**config.mk**
```make
export PLATFORM = sky130hd
export DESIGN_NAME = i2c_regbank_slave
export DESIGN_NICKNAME = d
export VERILOG_FILES = /design/src/rtl/i2c_rb_pkg.sv /design/src/rtl/i2c_rb_sync.sv /design/src/rtl/i2c_rb_snapshot.sv /design/src/rtl/i2c_rb_wrgate.sv /design/src/rtl/i2c_regbank_slave.sv
export SDC_FILE = /design/constraint.sdc
export NUM_CORES = 1
export LEC_CHECK = 0
export ABC_CLOCK_PERIOD_IN_PS = 3860
export BUFFER_PORTS_ARGS = -buffer_cell sky130_fd_sc_hd__buf_4
export CELL_PAD_IN_SITES_DETAIL_PLACEMENT = 1
export CELL_PAD_IN_SITES_GLOBAL_PLACEMENT = 1
export CORE_UTILIZATION = 45
export DETAILED_ROUTE_END_ITERATION = 8
export PLACE_DENSITY_LB_ADDON = 0.1
export SYNTH_ARGS = -nofsm -noshare
export SYNTH_HDL_FRONTEND = slang
export SYNTH_HIERARCHICAL = 1
export SYNTH_SLANG_ARGS = --single-unit
```
**constraint.sdc**
```tcl
create_clock -name clk -period 3.86 [get_ports clk]
set_input_delay 0 -clock clk [delete_from_list [all_inputs] [get_ports clk]]
set_output_delay 0 -clock clk [all_outputs]
set_load 0.1 [all_outputs]
```
**src/rtl/i2c_rb_pkg.sv**
```systemverilog
package i2c_rb_pkg;

   typedef enum logic [2:0] {
      ST_IDLE,
      ST_RX,
      ST_ACK_WAIT,
      ST_ACK_HOLD,
      ST_TX,
      ST_RACK,
      ST_RACK_WAIT
   } bus_state_t;

   typedef enum logic [1:0] {
      K_ADDR,
      K_PTR,
      K_DATA
   } byte_kind_t;

   localparam int unsigned BYTE_W = 8;

endpackage

```
**src/rtl/i2c_rb_sync.sv**
```systemverilog
module i2c_rb_sync #(
   parameter int unsigned STAGES = 2
) (
   input  logic clk,
   input  logic rst_n,
   input  logic scl_i,
   input  logic sda_i,
   output logic scl_s,
   output logic scl_rise,
   output logic scl_fall,
   output logic start_det,
   output logic stop_det
);
   localparam int unsigned LAST = STAGES - 1;

   logic [STAGES-1:0] scl_q, sda_q;
   logic              scl_d, sda_d;
   logic              sda_s;

   always_ff @(posedge clk or negedge rst_n) begin
      if (!rst_n) begin
         scl_q <= '1;
         sda_q <= '1;
         scl_d <= 1'b1;
         sda_d <= 1'b1;
      end else begin
         scl_q <= {scl_q[STAGES-2:0], scl_i};
         sda_q <= {sda_q[STAGES-2:0], sda_i};
         scl_d <= scl_q[LAST];
         sda_d <= sda_q[LAST];
      end
   end

   assign scl_s     = scl_q[LAST];
   assign sda_s     = sda_q[LAST];
   assign scl_rise  =  scl_s & ~scl_d;
   assign scl_fall  = ~scl_s &  scl_d;
   assign start_det =  scl_s &  scl_d &  sda_d & ~sda_s;
   assign stop_det  =  scl_s &  scl_d & ~sda_d &  sda_s;

endmodule

```
**src/rtl/i2c_rb_snapshot.sv**
```systemverilog
module i2c_rb_snapshot #(
   parameter int unsigned RES_BASE  = 1,
   parameter int unsigned RES_BYTES = 6,
   parameter bit          SNAP_EN   = 1'b1
) (
   input  logic                   clk,
   input  logic                   rst_n,
   input  logic                   cap,
   input  logic [RES_BYTES*8-1:0] live,
   input  logic [7:0]             ptr,
   input  logic [7:0]             ext_data,
   output logic [7:0]             rd_byte
);
   localparam int unsigned VEC_W = RES_BYTES * 8;

   logic [VEC_W-1:0] held;
   logic [7:0]       lane [RES_BYTES];
   logic [7:0]       off;
   logic             in_res;

   generate
      if (SNAP_EN) begin : g_shadow
         always_ff @(posedge clk or negedge rst_n) begin
            if (!rst_n)   held <= '0;
            else if (cap) held <= live;
         end
      end else begin : g_direct
         logic unused_cap;
         assign unused_cap = cap;
         assign held = live;
      end
   endgenerate

   for (genvar g = 0; g < RES_BYTES; g++) begin : g_lane
      assign lane[g] = held[(RES_BYTES-1-g)*8 +: 8];
   end

   assign off    = ptr - 8'(RES_BASE);
   assign in_res = (ptr >= 8'(RES_BASE)) && (off < 8'(RES_BYTES));

   always_comb begin
      rd_byte = ext_data;
      if (in_res) begin
         for (int k = 0; k < RES_BYTES; k++) begin
            if (off == 8'(k)) rd_byte = lane[k];
         end
      end
   end

endmodule

```
**src/rtl/i2c_rb_wrgate.sv**
```systemverilog
module i2c_rb_wrgate #(
   parameter int unsigned WR_FIRST = 7,
   parameter int unsigned MAP_LAST = 18
) (
   input  logic       clk,
   input  logic       rst_n,
   input  logic       req,
   input  logic [7:0] addr,
   input  logic [7:0] data,
   output logic       wr_en,
   output logic [7:0] wr_addr,
   output logic [7:0] wr_data
);
   logic writable;

   assign writable = (addr >= 8'(WR_FIRST)) && (addr <= 8'(MAP_LAST));

   always_ff @(posedge clk or negedge rst_n) begin
      if (!rst_n) begin
         wr_en   <= 1'b0;
         wr_addr <= '0;
         wr_data <= '0;
      end else begin
         wr_en <= req & writable;
         if (req) begin
            wr_addr <= addr;
            wr_data <= data;
         end
      end
   end

endmodule

```
**src/rtl/i2c_regbank_slave.sv**
```systemverilog
module i2c_regbank_slave
   import i2c_rb_pkg::*;
#(
   parameter logic [6:0]  DEV_ADDR    = 7'h48,
   parameter int unsigned MAP_LAST    = 18,
   parameter int unsigned WR_FIRST    = 7,
   parameter int unsigned RES_BASE    = 1,
   parameter int unsigned RES_BYTES   = 6,
   parameter int unsigned SYNC_STAGES = 2,
   parameter bit          SNAP_EN     = 1'b1
) (
   input  logic                   clk,
   input  logic                   rst_n,
   input  logic                   scl_i,
   input  logic                   sda_i,
   output logic                   sda_oe,
   output logic                   reg_wr_en,
   output logic [7:0]             reg_wr_addr,
   output logic [7:0]             reg_wr_data,
   output logic [7:0]             reg_rd_addr,
   input  logic [7:0]             reg_rd_data,
   input  logic [RES_BYTES*8-1:0] res_live
);
   localparam int unsigned RES_LAST = RES_BASE + RES_BYTES - 1;

   initial begin : p_param_chk
      assert (SYNC_STAGES >= 2) else $error("SYNC_STAGES must be 2 or more");
      assert (RES_BYTES >= 1 && RES_LAST < WR_FIRST)
         else $error("result window must sit below the writable window");
      assert (WR_FIRST <= MAP_LAST && MAP_LAST < 256)
         else $error("writable window must lie inside an 8-bit map");
   end

   logic scl_s, scl_rise, scl_fall, start_det, stop_det;
   logic sda_s;

   i2c_rb_sync #(.STAGES(SYNC_STAGES)) u_sync (
      .clk       (clk),
      .rst_n     (rst_n),
      .scl_i     (scl_i),
      .sda_i     (sda_i),
      .scl_s     (scl_s),
      .scl_rise  (scl_rise),
      .scl_fall  (scl_fall),
      .start_det (start_det),
      .stop_det  (stop_det)
   );

   // the data line sampled at the same depth as the clock line
   logic [SYNC_STAGES-1:0] sda_pipe;
   always_ff @(posedge clk or negedge rst_n) begin
      if (!rst_n) sda_pipe <= '1;
      else        sda_pipe <= {sda_pipe[SYNC_STAGES-2:0], sda_i};
   end
   assign sda_s = sda_pipe[SYNC_STAGES-1];

   bus_state_t state;
   byte_kind_t kind;
   logic [2:0] bitcnt;
   logic [7:0] shreg, tx, ptr, wr_addr_q;
   logic       rw, wr_req, snap_cap;
   logic [7:0] rx_byte, rd_byte;

   assign rx_byte = {shreg[6:0], sda_s};

   i2c_rb_snapshot #(
      .RES_BASE  (RES_BASE),
      .RES_BYTES (RES_BYTES),
      .SNAP_EN   (SNAP_EN)
   ) u_snap (
      .clk      (clk),
      .rst_n    (rst_n),
      .cap      (snap_cap),
      .live     (res_live),
      .ptr      (ptr),
      .ext_data (reg_rd_data),
      .rd_byte  (rd_byte)
   );

   i2c_rb_wrgate #(
      .WR_FIRST (WR_FIRST),
      .MAP_LAST (MAP_LAST)
   ) u_wrgate (
      .clk     (clk),
      .rst_n   (rst_n),
      .req     (wr_req),
      .addr    (wr_addr_q),
      .data    (shreg),
      .wr_en   (reg_wr_en),
      .wr_addr (reg_wr_addr),
      .wr_data (reg_wr_data)
   );

   always_ff @(posedge clk or negedge rst_n) begin
      if (!rst_n) begin
         state     <= ST_IDLE;
         kind      <= K_ADDR;
         bitcnt    <= '0;
         shreg     <= '0;
         tx        <= '0;
         ptr       <= '0;
         wr_addr_q <= '0;
         rw        <= 1'b0;
         wr_req    <= 1'b0;
         snap_cap  <= 1'b0;
         sda_oe    <= 1'b0;
      end else begin
         wr_req   <= 1'b0;
         snap_cap <= 1'b0;
         if (stop_det) begin
            state  <= ST_IDLE;
            ptr    <= '0;
            sda_oe <= 1'b0;
         end else if (start_det) begin
            state  <= ST_RX;
            kind   <= K_ADDR;
            bitcnt <= '0;
            sda_oe <= 1'b0;
         end else begin
            unique case (state)
               ST_RX: if (scl_rise) begin
                  shreg <= rx_byte;
                  if (bitcnt == 3'd7) begin
                     bitcnt <= '0;
                     unique case (kind)
                        K_ADDR: begin
                           if (rx_byte[7:1] == DEV_ADDR) begin
                              rw       <= rx_byte[0];
                              snap_cap <= rx_byte[0];
                              state    <= ST_ACK_WAIT;
                           end else begin
                              state <= ST_IDLE;
                           end
                        end
                        K_PTR: begin
                           ptr   <= rx_byte;
                           state <= ST_ACK_WAIT;
                        end
                        default: begin
                           wr_req    <= 1'b1;
                           wr_addr_q <= ptr;
                           ptr       <= ptr + 8'd1;
                           state     <= ST_ACK_WAIT;
                        end
                     endcase
                  end else begin
                     bitcnt <= bitcnt + 3'd1;
                  end
               end
               ST_ACK_WAIT: if (scl_fall) begin
                  sda_oe <= 1'b1;
                  state  <= ST_ACK_HOLD;
               end
               ST_ACK_HOLD: if (scl_fall) begin
                  if (kind == K_ADDR && rw) begin
                     tx     <= rd_byte;
                     sda_oe <= ~rd_byte[7];
                     bitcnt <= '0;
                     state  <= ST_TX;
                  end else begin
                     sda_oe <= 1'b0;
                     kind   <= (kind == K_ADDR) ? K_PTR : K_DATA;
                     state  <= ST_RX;
                  end
               end
               ST_TX: if (scl_fall) begin
                  if (bitcnt == 3'd7) begin
                     sda_oe <= 1'b0;
                     state  <= ST_RACK;
                  end else begin
                     tx     <= {tx[6:0], 1'b0};
                     sda_oe <= ~tx[6];
                     bitcnt <= bitcnt + 3'd1;
                  end
               end
               ST_RACK: if (scl_rise) begin
                  if (!sda_s) begin
                     ptr   <= ptr + 8'd1;
                     state <= ST_RACK_WAIT;
                  end else begin
                     state <= ST_IDLE;
                  end
               end
               ST_RACK_WAIT: if (scl_fall) begin
                  tx     <= rd_byte;
                  sda_oe <= ~rd_byte[7];
                  bitcnt <= '0;
                  state  <= ST_TX;
               end
               default: ;
            endcase
         end
      end
   end

   assign reg_rd_addr = ptr;

endmodule

```
Yosys cells after proc, flatten, opt, wreduce, memory -nomap -nowiden

Cells that the tools add are included.

Equality and inequality tests: 40
Order comparisons: 4
Reduce and logical (&&, ||, !) cells: 22
Bitwise operators: 17
Multiplexer cells: 72
Add/subtract/negate cells: 3

Operator list:

| cell                  | number |
|---|---|
| $mux W8               | 13 |
| $mux W3               | 21 |
| $mux W7               | 5 |
| $ne A3 B3 Y1 const B  | 11 |
| $ne A4 B4 Y1 const B  | 8 |
| $pmux W8 S2           | 2 |
| $mux W1               | 21 |
| $pmux W7 S3           | 1 |
| $pmux W3 S6           | 1 |
| $eq A8 B2 Y1 const B  | 2 |
| $eq A8 B3 Y1 const B  | 2 |
| $reduce_and A8 Y1     | 2 |
| $reduce_and A7 Y1     | 2 |
| $eq A3 B3 Y1 const B  | 4 |
| $mux W2               | 6 |
| $ne A2 B2 Y1 const B  | 6 |
| $pmux W3 S4           | 1 |
| $not A1 Y1            | 9 |
| $reduce_and A9 Y1     | 1 |
| $add A8 B1 Y8 const B | 1 |
| $and A1 B1 Y1         | 8 |
| $eq A8 B1 Y1 const B  | 1 |
| $ge A8 B1 Y1 const B  | 1 |
| $ge A8 B3 Y1 const B  | 1 |
| 22 further kinds      | 28 |

Word-level logic and storage cells: 178
Flip-flop bits (word level): 116

Logic depth before layout (Yosys ltp)

Gate-level depths: netlist of run 1.

Depth in word-level cells: 15
Mapped depth: 14
Depth with buffers taken out: 10

Modules after synthesis

The synthesis of run 1 kept the hierarchy.

By module, submodules not included:

| module            | times used | area an instance (um^2) | cells an instance |
|---|---|---|---|
| i2c_rb_snapshot   | 1          | 2951.6                  | 304 |
| i2c_regbank_slave | 1          | 2363.5                  | 232 |
| i2c_rb_wrgate     | 1          | 666.9                   | 40 |
| i2c_rb_sync       | 1          | 190.2                   | 10 |

Worst setup path after synthesis of run 1

Ideal clock, no wire load.

Path type: register to register
From: reg ptr[0] (netlist: reg_rd_addr[0])
To: reg tx[5]
Cell stages (with the launch flop): 15
Buffers on the path: 4
Arrival: 3.676 ns
Slack: 0.060 ns
Cell sequence: dfrtp_1 inv_1 ha_1 clkbuf_1 nor4b_1 a32o_1 o211a_1 buf_4 and2_1 buf_6 buf_6 a311oi_1 a211oi_1 mux2_2 mux2_2

Cells in the longest elaborated chain, start to end: 12
Elaborated cells on any way between the ends: 21

Ends and longest elaborated chain:

| item                   | RTL line                 | text |
|---|---|---|
| from (decl)            | i2c_regbank_slave.sv:60  | `logic [7:0] shreg, tx, ptr, wr_addr_q;` |
| from (signal assigned) | i2c_regbank_slave.sv:136 | `ptr <= rx_byte;` |
| from (signal assigned) | i2c_regbank_slave.sv:142 | `ptr <= ptr + 8'd1;` |
| from (signal assigned) | i2c_regbank_slave.sv:178 | `ptr <= ptr + 8'd1;` |
| $sub A8 B1 Y8          | i2c_rb_snapshot.sv:38    | `assign off = ptr - 8'(RES_BASE);` |
| $logic_not A8 Y1       | i2c_rb_snapshot.sv:45    | `if (off == 8'(k)) rd_byte = lane[k];` |
| $mux W8 (6 in a row)   | i2c_rb_snapshot.sv:45    |  |
| $mux W8 (*)            | i2c_rb_snapshot.sv:43    | `if (in_res) begin` |
| named net rd_byte[5]   | i2c_regbank_slave.sv:62  | `logic [7:0] rx_byte, rd_byte;` |
| $mux W7                | i2c_regbank_slave.sv:155 | `if (kind == K_ADDR && rw) begin` |
| $mux W7                | i2c_regbank_slave.sv:154 | `ST_ACK_HOLD: if (scl_fall) begin` |
| $pmux W7 S3 (*)        | i2c_regbank_slave.sv:120 | `unique case (state)` |
| to (signal assigned)   | i2c_regbank_slave.sv:156 | `tx <= rd_byte;` |
| to (signal assigned)   | i2c_regbank_slave.sv:171 | `tx <= {tx[6:0], 1'b0};` |
| to (signal assigned)   | i2c_regbank_slave.sv:185 | `tx <= rd_byte;` |
| to (decl)              | i2c_regbank_slave.sv:60  |  |

Mark *: on every way through the listed nets, which the timed path passes. The rest lies on a longest branch. The select of a mux whose other input is x is not followed.
A chain may end at the register's enable or synchronous reset.

Final worst setup path of run 1

From: reg ptr[0] (netlist: reg_rd_addr[0])
To: reg tx[3]

The elaborated chain is that of the path after synthesis.

==> results of run 1 <==
cell usage after synthesis, types with 10 or more instances:
cell,instances,area share
nor2_1,36,0.022
o211ai_1,25,0.030
nand2_1,50,0.030
inv_1,20,0.012
a211oi_1,10,0.012
mux2_2,80,0.15
clkbuf_1,18,0.011
a31oi_1,10,0.010
nor2b_1,16,0.016
dfrtp_1,108,0.44
nor3_1,14,0.011
o21ai_0,26,0.021
a21oi_1,33,0.027
registers in the layout (all words and copies together) (netlist names), 3 cells and up:
name and cells:
u_snap/held 48, tx 7, state 3, bitcnt 3, u_wrgate/wr_addr 8, reg_rd_addr 8, u_wrgate/wr_data 8, shreg 8
wr_addr_q 8
layer usage:
metal,part of all wire,vias up,routed length (um)
li1,-,2397,-
met1,0.46,2635,8310
met2,0.48,124,8570
met3,0.038,31,691
met4,0.024,0,426
met5,0,-,0
power breakdown:
group          switching [uW]  internal (uW)
logic                     136            152
clock network             549           1150
registers                74.1           1280
worst reg2reg max path, cell delays in order (launching register included):
cell and delay (ps):
dfrtp_1 370, inv_1 110, ha_1 330, nor4b_1 440, a32o_1 200, o211a_1 240
buf_4 250, and2_1 350, buf_4 230, a311oi_1 120, a211oi_1 280, mux2_2 180
mux2_2 130
path summary, 6_finish.rpt:
check	from	end	slack (ps)	depth (start not counted)
setup reg to reg	reg_rd_addr[0]	tx[3]	550	12
min in group asynchronous	rst_n	u_wrgate/wr_data[7]	350	2
hold reg to reg	sda_pipe[0]	sda_pipe[1]	360	0
setup / recovery	reg_rd_addr[0]	tx[3]	550	12
hold / removal	reg_rd_data[0]	tx[0]	220	5
max in group asynchronous	rst_n	tx[4]	2490	3
through the flow:
stage	instance area, um^2	utilization	std cells
after CTS	8040	0.605	900
after detailed placement	6890	0.518	817
final	8040	0.605	900
after global placement	6890	0.518	817
after global routing	8040	0.605	900
after floorplan	6170	-	586
cell usage in the layout (no fill, tap or decap), types with 5 or more instances in the layout:
cell,count
a21oi_1,33
dfstp_2,8
and3_1,6
clkbuf_16,17
o2bb2ai_1,6
a311oi_1,8
mux2_2,80
a31oi_1,10
a211oi_1,10
a21boi_0,8
nand4b_1,8
nand2_1,50
o211ai_1,25
nor2_1,36
dlygate4sd3_1,51
ha_1,8
o21ai_0,26
nor3b_1,5
inv_1,20
nor3_1,14
nor2b_1,16
dfrtp_1,107
buf_4,95
final cells by class:
| type | count | area, um^2 | area share |
|---|---|---|---|
| clock buffers | 24 | 492 | 0.0611 |
| clock inverters | 8 | 146 | 0.0182 |
| inverters | 20 | 75.1 | 0.00934 |
| multi-input cells | 410 | 2970 | 0.369 |
| flip-flops and latches | 116 | 2910 | 0.362 |
| well taps | 176 | 220 | 0.0274 |
| repair buffers | 146 | 1220 | 0.152 |
kinds of logic after synthesis:
logic type,share of synthesized area
compound gates,0.168
xor+xnor,0.00142
fa+ha+maj,0.0162
buf+inv,0.0468
flops,0.472
mux,0.154
simple gates,0.142
==> results.yml, run 1 <==
layout:
  antenna_cells: 0
  fill_cells: 1438
  drive_gt1_frac: 0.312
  nNetsFinal: 779
  syn_to_final_growth_pct: 30.3
critical_path:
  critPathKind: "reg -> reg"
  crit_path_top_delay_cell: "nor4b_1"
  crit_path_start_kind: "register"
  crit_required_ps: 4200
  cp_top_family: "compound AO/OA/AOI/OAI gates"
  worstPathBufferInverterCount: 3
  critPathMaxStageDelay_ps: 440
  critPathCaptureType: "register"
  path_max_fanout: 18
  worstPathArrival_ps: 3650
  path_cells: "inv_1 -> ha_1 -> nor4b_1 -> a32o_1 -> o211a_1 -> buf_4 -> and2_1 -> buf_4 -> a311oi_1 -> a211oi_1 -> mux2_2 -> mux2_2"
synth:
  synth.avg_cell_area_um2: 10.5
  synth_ff_type: "dfrtp_1"
  synthCells: 586
  ys_seq_area_frac: 0.472
  ys_warn_count: 6
  synth_seq_cells: 116
  synth_cell_types: 67
  synth_edf_count: 0
  syn-num-nets: 654
  async_flop_share: 1.00
  synthesis.area_um2: 6170
placed_design:
  port_buffers: 85
  pre_cts_ws_ps: 620
  hpwlAfterDp_um: 11800
  gp_congestion: 0.850
power:
  peakVddDrop_mv: 0.250
  total_power_uw: 3340
  leakagePower_uw: 0.00370
  powerDensity_nw_per_um2: 415
sta:
  fin_crit_ps: 3310
  setup_viol_count_final: 0
  holdWs_ps: 220
  layout_setup_ws_ps: 553
  rsz0062_at_grt: "no"
  fmax_ghz: 0.302
  max_slew_margin: 0.236
  setup-tns-final_ps: 0
  final.setup_skew_ps: 8.26
  fin_crit_sh: 0.857
  slew_violations: 0
  tightest_slew_ps: 1150
  hold_violations: 0
flow_run:
  cap_violations: 0
detailed_routing:
  num_vias: 5187
  drt_pass1_iterations: 4
  drc: 0
  routed_wl_um: 18000
  postRouteAntennaNets: 0
  drt_iter0_markers: 312
  vias_per_cell: 5.76
  wire_per_inst_um: 20.0
cts:
  cts_hold_buffers: 51
  cts_sinks: 116
  cts.htree.levels: 4
  cts_tree: "built"
  cts_buffers: 17
  cts_buffer_depth: 2
  post-cts-setup-buffer-count: 0
  root_buffer: "clkbuf_16"
  post_cts_resized: 0
  clock_latency_ps: 410
  clkTransAtPathRegs_ps: 60
grt:
  overflow: 0
  grtUsageMet3: 0.0503
  gr-max-usage-layer: "met2"
  grt_pass1_vias: 5407
  track_usage: 0.268
  grt_pass1_wl_um: 29600
  antenna_found_initial: 0
  grt_use_met1: 0.357
  grt_start_max_net_pins: 88
  use_met2: 0.434
die:
  die_x_um: 119
  start_util: 0.464
  ios: 86
  die_area_um2: 14200
  coreArea_um2: 13300
  die-height_um: 119
  row_count: 42
worst_hold_path:
  hp-class: "in -> reg"
run_status:
  status: "finished, final reports clean"
No activity file was read; power rests on OpenSTA's default activity.
==> run 2: changes to the inputs <==
Settings changed: SYNTH_HIERARCHICAL 1 to default.
==> results.yml, run 2 <==
run_status:
  status: "finished, final reports clean"
worst_hold_path:
  hp-class: "in -> reg"
synth:
  synth_most_common_cell: "dfrtp_1"
  synth_top_area_frac: 0.470
  syn-num-nets: 586
  async_flop_share: 1.00
  synth_edf_count: 0
  ys_warn_count: 0
  synth_seq_cells: 114
  synthCells: 518
  synth_ff_type: "dfrtp_1"
  synth_common_cells: "dfrtp_1, mux2_2, nor2_1"
  synth_area_leaders: "dfrtp_1, mux2_2, dfstp_2"
  synthesis.area_um2: 5750
  synth.avg_cell_area_um2: 11.1
  yosysTopAreaCell: "dfrtp_1"
  synth_cell_types: 58
  ys_seq_area_frac: 0.498
grt:
  gr-max-usage-layer: "met2"
  grt_pass1_vias: 5255
  grt_pass1_wl_um: 28500
  grt_start_max_net_pins: 86
  grt_use_met1: 0.339
  overflow: 0
  antenna_found_initial: 0
  use_met2: 0.498
  grtUsageMet3: 0.0691
  track_usage: 0.287
sta:
  hold_violations: 0
  fmax_ghz: 0.346
  tightest_slew_ps: 1120
  fin_crit_ps: 2890
  final.setup_skew_ps: 7.76
  setup_viol_count_final: 0
  slew_violations: 0
  rsz0062_at_grt: "no"
  setup-tns-final_ps: 0
  fin_crit_sh: 0.748
  max_slew_margin: 0.257
die:
  die-height_um: 115
  ios: 86
  coreArea_um2: 12200
  row_count: 40
  die_area_um2: 13200
  start_util: 0.470
  die_x_um: 115
critical_path:
  crit_required_ps: 4200
  path_cells: "inv_1 -> ha_1 -> xnor2_1 -> buf_4 -> nor2_1 -> a31oi_1 -> nand3b_4 -> or4_1 -> o21ai_0"
  cp-startpoint: "reg_rd_addr[1]"
  r2r_setup_slack_ps: 970
  critPathKind: "reg -> reg"
  crit_path_top_delay_cell: "dfrtp_1"
  r2r_start: "reg_rd_addr[1]"
  reg2regPathDepth: 9
  crit_path_start_kind: "register"
  critPathMaxStageDelay_ps: 590
  critPathCapture: "tx[3]"
  rr_endpoint: "tx[3]"
  worstPathArrival_ps: 3220
  critPathCaptureType: "register"
  path_max_fanout: 12
cts:
  post_cts_resized: 0
  clkTransAtPathRegs_ps: 50
  cts_buffer_depth: 2
  cts_buffers: 17
  cts_sinks: 114
  root_buffer: "clkbuf_16"
  clock_latency_ps: 420
  cts_tree: "built"
  cts.htree.levels: 4
power:
  peakVddDrop_mv: 0.308
  powerDensity_nw_per_um2: 459
  leakagePower_uw: 0.00369
layout:
  final_cell_mix: "dfrtp_1, buf_4, mux2_2"
  final_common_cell: "dfrtp_1"
  fill_cells: 1272
  drive_gt1_frac: 0.325
  stdcell_area_um2: 7680
  multi_input_area_um2: 2720
  syn_to_final_growth_pct: 33.7
  nNetsFinal: 717
  regArea_um2: 2860
  antenna_cells: 0
  largest_register: "u_snap.held"
  largest_reg_flops: 48
placed_design:
  dpl_cell_area_um2: 6510
  hpwlAfterDp_um: 10800
  gp_congestion: 0.853
  port_buffers: 85
detailed_routing:
  drc: 0
  drt_iter0_markers: 227
  drt_pass1_iterations: 4
  num_vias: 4678
  routed_wl_um: 17500
  postRouteAntennaNets: 0
  wire_per_inst_um: 21.1
  vias_per_cell: 5.64
flow_run:
  cap_violations: 0
-- run 2: cell count changes after synthesis, sizes merged, moves of 7 or more --
cell	change
nor3	-10
nor2b	-8
mux2i	+7
o22ai	+7
buf	-10
nand2	-27
a311oi	-7
o211ai	-20
inv	-7
nand4b	-7
a21oi	-11
a22oi	+14
-- run 2: layout make-up --
class / instances / share of cell area
sequential: 114 / 0.373
multi-input combinational: 361 / 0.354
timing repair buffer: 142 / 0.156
clock buffer: 22 / 0.0604
tap: 168 / 0.0274
clock inverter: 10 / 0.0235
inverter: 13 / 0.00635
-- run 2: what timing repair did --
action / in CTS / in global routing
hold buffers: 53 / 0
endpoints found under the hold margin: 130 / 0
setup buffers: 0 / 0
endpoints found under the setup margin: 0 / 0
-- run 2: stage by stage --
step	cells	hold slack [ps]	util	power (uW)	setup slack, ps
4_1_cts	830	2.43	0.629	3540	1000
3_3_place_gp	745	108	0.533	1730	1160
3_5_place_dp	745	110	0.533	1750	1040
6_report	830	32.7	0.629	3530	971
5_1_grt	830	60.7	0.629	3670	704
2_1_floorplan	518	-296	-	1580	613
-- run 2: power breakdown --
group / internal, uW / switching, uW
clock: 1180 / 572
combinational: 193 / 243
sequential: 1250 / 89.8
-- run 2: how the worst min path moves through the flow --
| stage | from | to | depth (start not counted) |
|---|---|---|---|
| after floorplan | rst_n | bitcnt[0] | 0 |
| after global placement | sda_i | u_sync.sda_q[0] | 1 |
| after detailed placement | sda_i | u_sync.sda_q[0] | 1 |
| after CTS | reg_rd_data[3] | tx[3] | 4 |
| after global routing | reg_rd_data[7] | sda_oe | 4 |
| final | reg_rd_data[3] | tx[3] | 4 |
-- run 2: critical path: cells and delay by family, from the launching register on --
| kind | cells | cell delay [ps] |
|---|---|---|
| adders and majority gates | 1 | 270 |
| buffers and inverters | 2 | 370 |
| DFF | 1 | 590 |
| AOI/OAI and AO/OA | 2 | 590 |
| xor gates and xnor gates | 1 | 200 |
| and+or+nand+nor | 3 | 780 |
-- run 2: cell families (layout without fill, tap and decap cells) --
kind of cell	after synthesis	count (layout)	share of synthesized area
buffers and inverters	43	187	0.0292
AOI/OAI and AO/OA	131	131	0.157
and+or+nand+nor	127	127	0.116
muxes	93	93	0.180
xor gates and xnor gates	2	2	0.00305
adders and majority gates	8	8	0.0174
DFF	114	114	0.498
-- run 2: metal layers --
metal / up-vias / share of wire
met1: 2360 / 0.41
met4: 0 / 0.030
met5: - / 0
met3: 37 / 0.036
li1: 2166 / -
met2: 115 / 0.53
==> run 3: changes to the inputs <==
Settings changed: ABC_CLOCK_PERIOD_IN_PS 3860 to 2400, CORE_UTILIZATION 45 to 41.
Clock period 3.86 ns to 2.4 ns, I/O delays scaled along.
==> results.yml, run 3 (same netlist as run 2, synthesis figures left out) <==
cts:
  cts_buffer_depth: 2
  clock_latency_ps: 420
  cts_sinks: 114
  cts_buffers: 17
  cts.htree.levels: 4
  root_buffer: "clkbuf_16"
  clkTransAtPathRegs_ps: 50
  cts_tree: "built"
power:
  peakVddDrop_mv: 0.488
  powerDensity_nw_per_um2: 692
  leakagePower_uw: 0.00394
grt:
  overflow: 0
  gr-max-usage-layer: "met2"
  grtUsageMet3: 0.0495
  track_usage: 0.262
  use_met2: 0.464
  antenna_found_initial: 0
  grt_start_max_net_pins: 54
  grt_use_met1: 0.308
  grt_pass1_vias: 5443
  grt_pass1_wl_um: 29000
sta:
  fin_crit_ps: 2380
  setup-tns-final_ps: 0
  hold_violations: 0
  max_slew_margin: 0.528
  tightest_slew_ps: 707
  final.setup_skew_ps: 11.0
  fin_crit_sh: 0.992
  fmax_ghz: 0.420
  setup_viol_count_final: 0
  slew_violations: 0
layout:
  largest_reg_flops: 48
  syn_to_final_growth_pct: 43.9
  nNetsFinal: 767
  stdcell_area_um2: 8270
  drive_gt1_frac: 0.403
  largest_register: "u_snap.held"
  final_cell_mix: "buf_4, dfrtp_1, mux2_2"
  final_common_cell: "buf_4"
  antenna_cells: 0
  fill_cells: 1395
worst_hold_path:
  hp-class: "in -> reg"
critical_path:
  crit_required_ps: 2720
  critPathMaxStageDelay_ps: 480
  critPathCaptureType: "register"
  crit_path_top_delay_cell: "dfrtp_4"
  critPathKind: "reg -> reg"
  r2r_setup_slack_ps: 20
  worstPathArrival_ps: 2700
  path_cells: "buf_4 -> ha_1 -> nand2b_2 -> buf_4 -> o22ai_1 -> nor4_2 -> mux2i_1 -> a31oi_2 -> o22ai_1"
  path_max_fanout: 11
  crit_path_start_kind: "register"
detailed_routing:
  vias_per_cell: 5.53
  drt_iter0_markers: 191
  postRouteAntennaNets: 0
  wire_per_inst_um: 20.4
  routed_wl_um: 18100
  drt_pass1_iterations: 4
  num_vias: 4914
  drc: 0
placed_design:
  hpwlAfterDp_um: 11500
  dpl_cell_area_um2: 6910
  gp_congestion: 0.834
  port_buffers: 85
die:
  die-height_um: 120
  ios: 86
  die_x_um: 120
  start_util: 0.427
  coreArea_um2: 13500
  die_area_um2: 14500
  row_count: 42
flow_run:
  cap_violations: 0
run_status:
  status: "finished, final reports clean"
[run 3: power by group]
group          total, uW  switching [uW]  internal (uW)
logic                803             428            375
clock network       2780             912           1860
registers           2140             127           2010
total               5720            1470           4250
[run 3: layer usage]
metal,up-vias,wire length [um],part of all wire
met4,0,524,0.029
met5,-,0,0
met2,111,9480,0.52
met3,33,580,0.032
li1,2280,-,-
met1,2490,7490,0.41
[run 3: worst max-delay path: cells and delay by family (launching register included)]
kind	cells	cell delay, ps
AO/OA/AOI/OAI	3	630
multiplexers	1	190
flip-flops	1	480
adder cells (fa/ha/maj)	1	270
AND/OR/NAND/NOR	2	340
buffers and inverters	2	360
[run 3: cell type report]
cell class,instances,area [um^2],share of cell area
clock inverters,10,183,0.0221
flip-flops and latches,114,2880,0.348
multi-input cells,362,2860,0.346
inverters,13,53.8,0.00651
clock buffers,22,454,0.0550
well taps,176,220,0.0266
repair buffers,191,1620,0.196
[run 3: stage by stage]
| stage | utilization | cells | total power, uW | hold WS [ps] | setup WS, ps |
|---|---|---|---|---|---|
| detailed placement | 0.513 | 795 | 2880 | 104 | -217 |
| global placement | 0.513 | 795 | 2850 | 95.9 | -77.9 |
| finish | 0.614 | 888 | 5720 | 39.2 | 18.5 |
| floorplan | - | 518 | 2540 | -296 | -72.5 |
| CTS | 0.607 | 884 | 5720 | 36.3 | 22.1 |
| global route | 0.614 | 888 | 5910 | 51.6 | -15.0 |
[run 3: worst paths after layout]
check                                start  depth (start not counted)         endpoint
min                         reg_rd_data[2]                          4            tx[2]
min in group asynchronous            rst_n                          2         shreg[0]
max                         reg_rd_addr[1]                          9           sda_oe
max reg2reg                 reg_rd_addr[1]                          9           sda_oe
max in group asynchronous            rst_n                          3  u_snap.held[36]
min reg2reg                u_sync.scl_q[0]                          0  u_sync.scl_q[1]
[run 3: what timing repair did]
item                       CTS  global route
hold endpoints to repair   107             0
gates cloned                 0             1
setup endpoints to repair    8             8
resized for setup           11            12
buffers inserted             0             4
hold buffers                57             0
pin swaps                    4             5
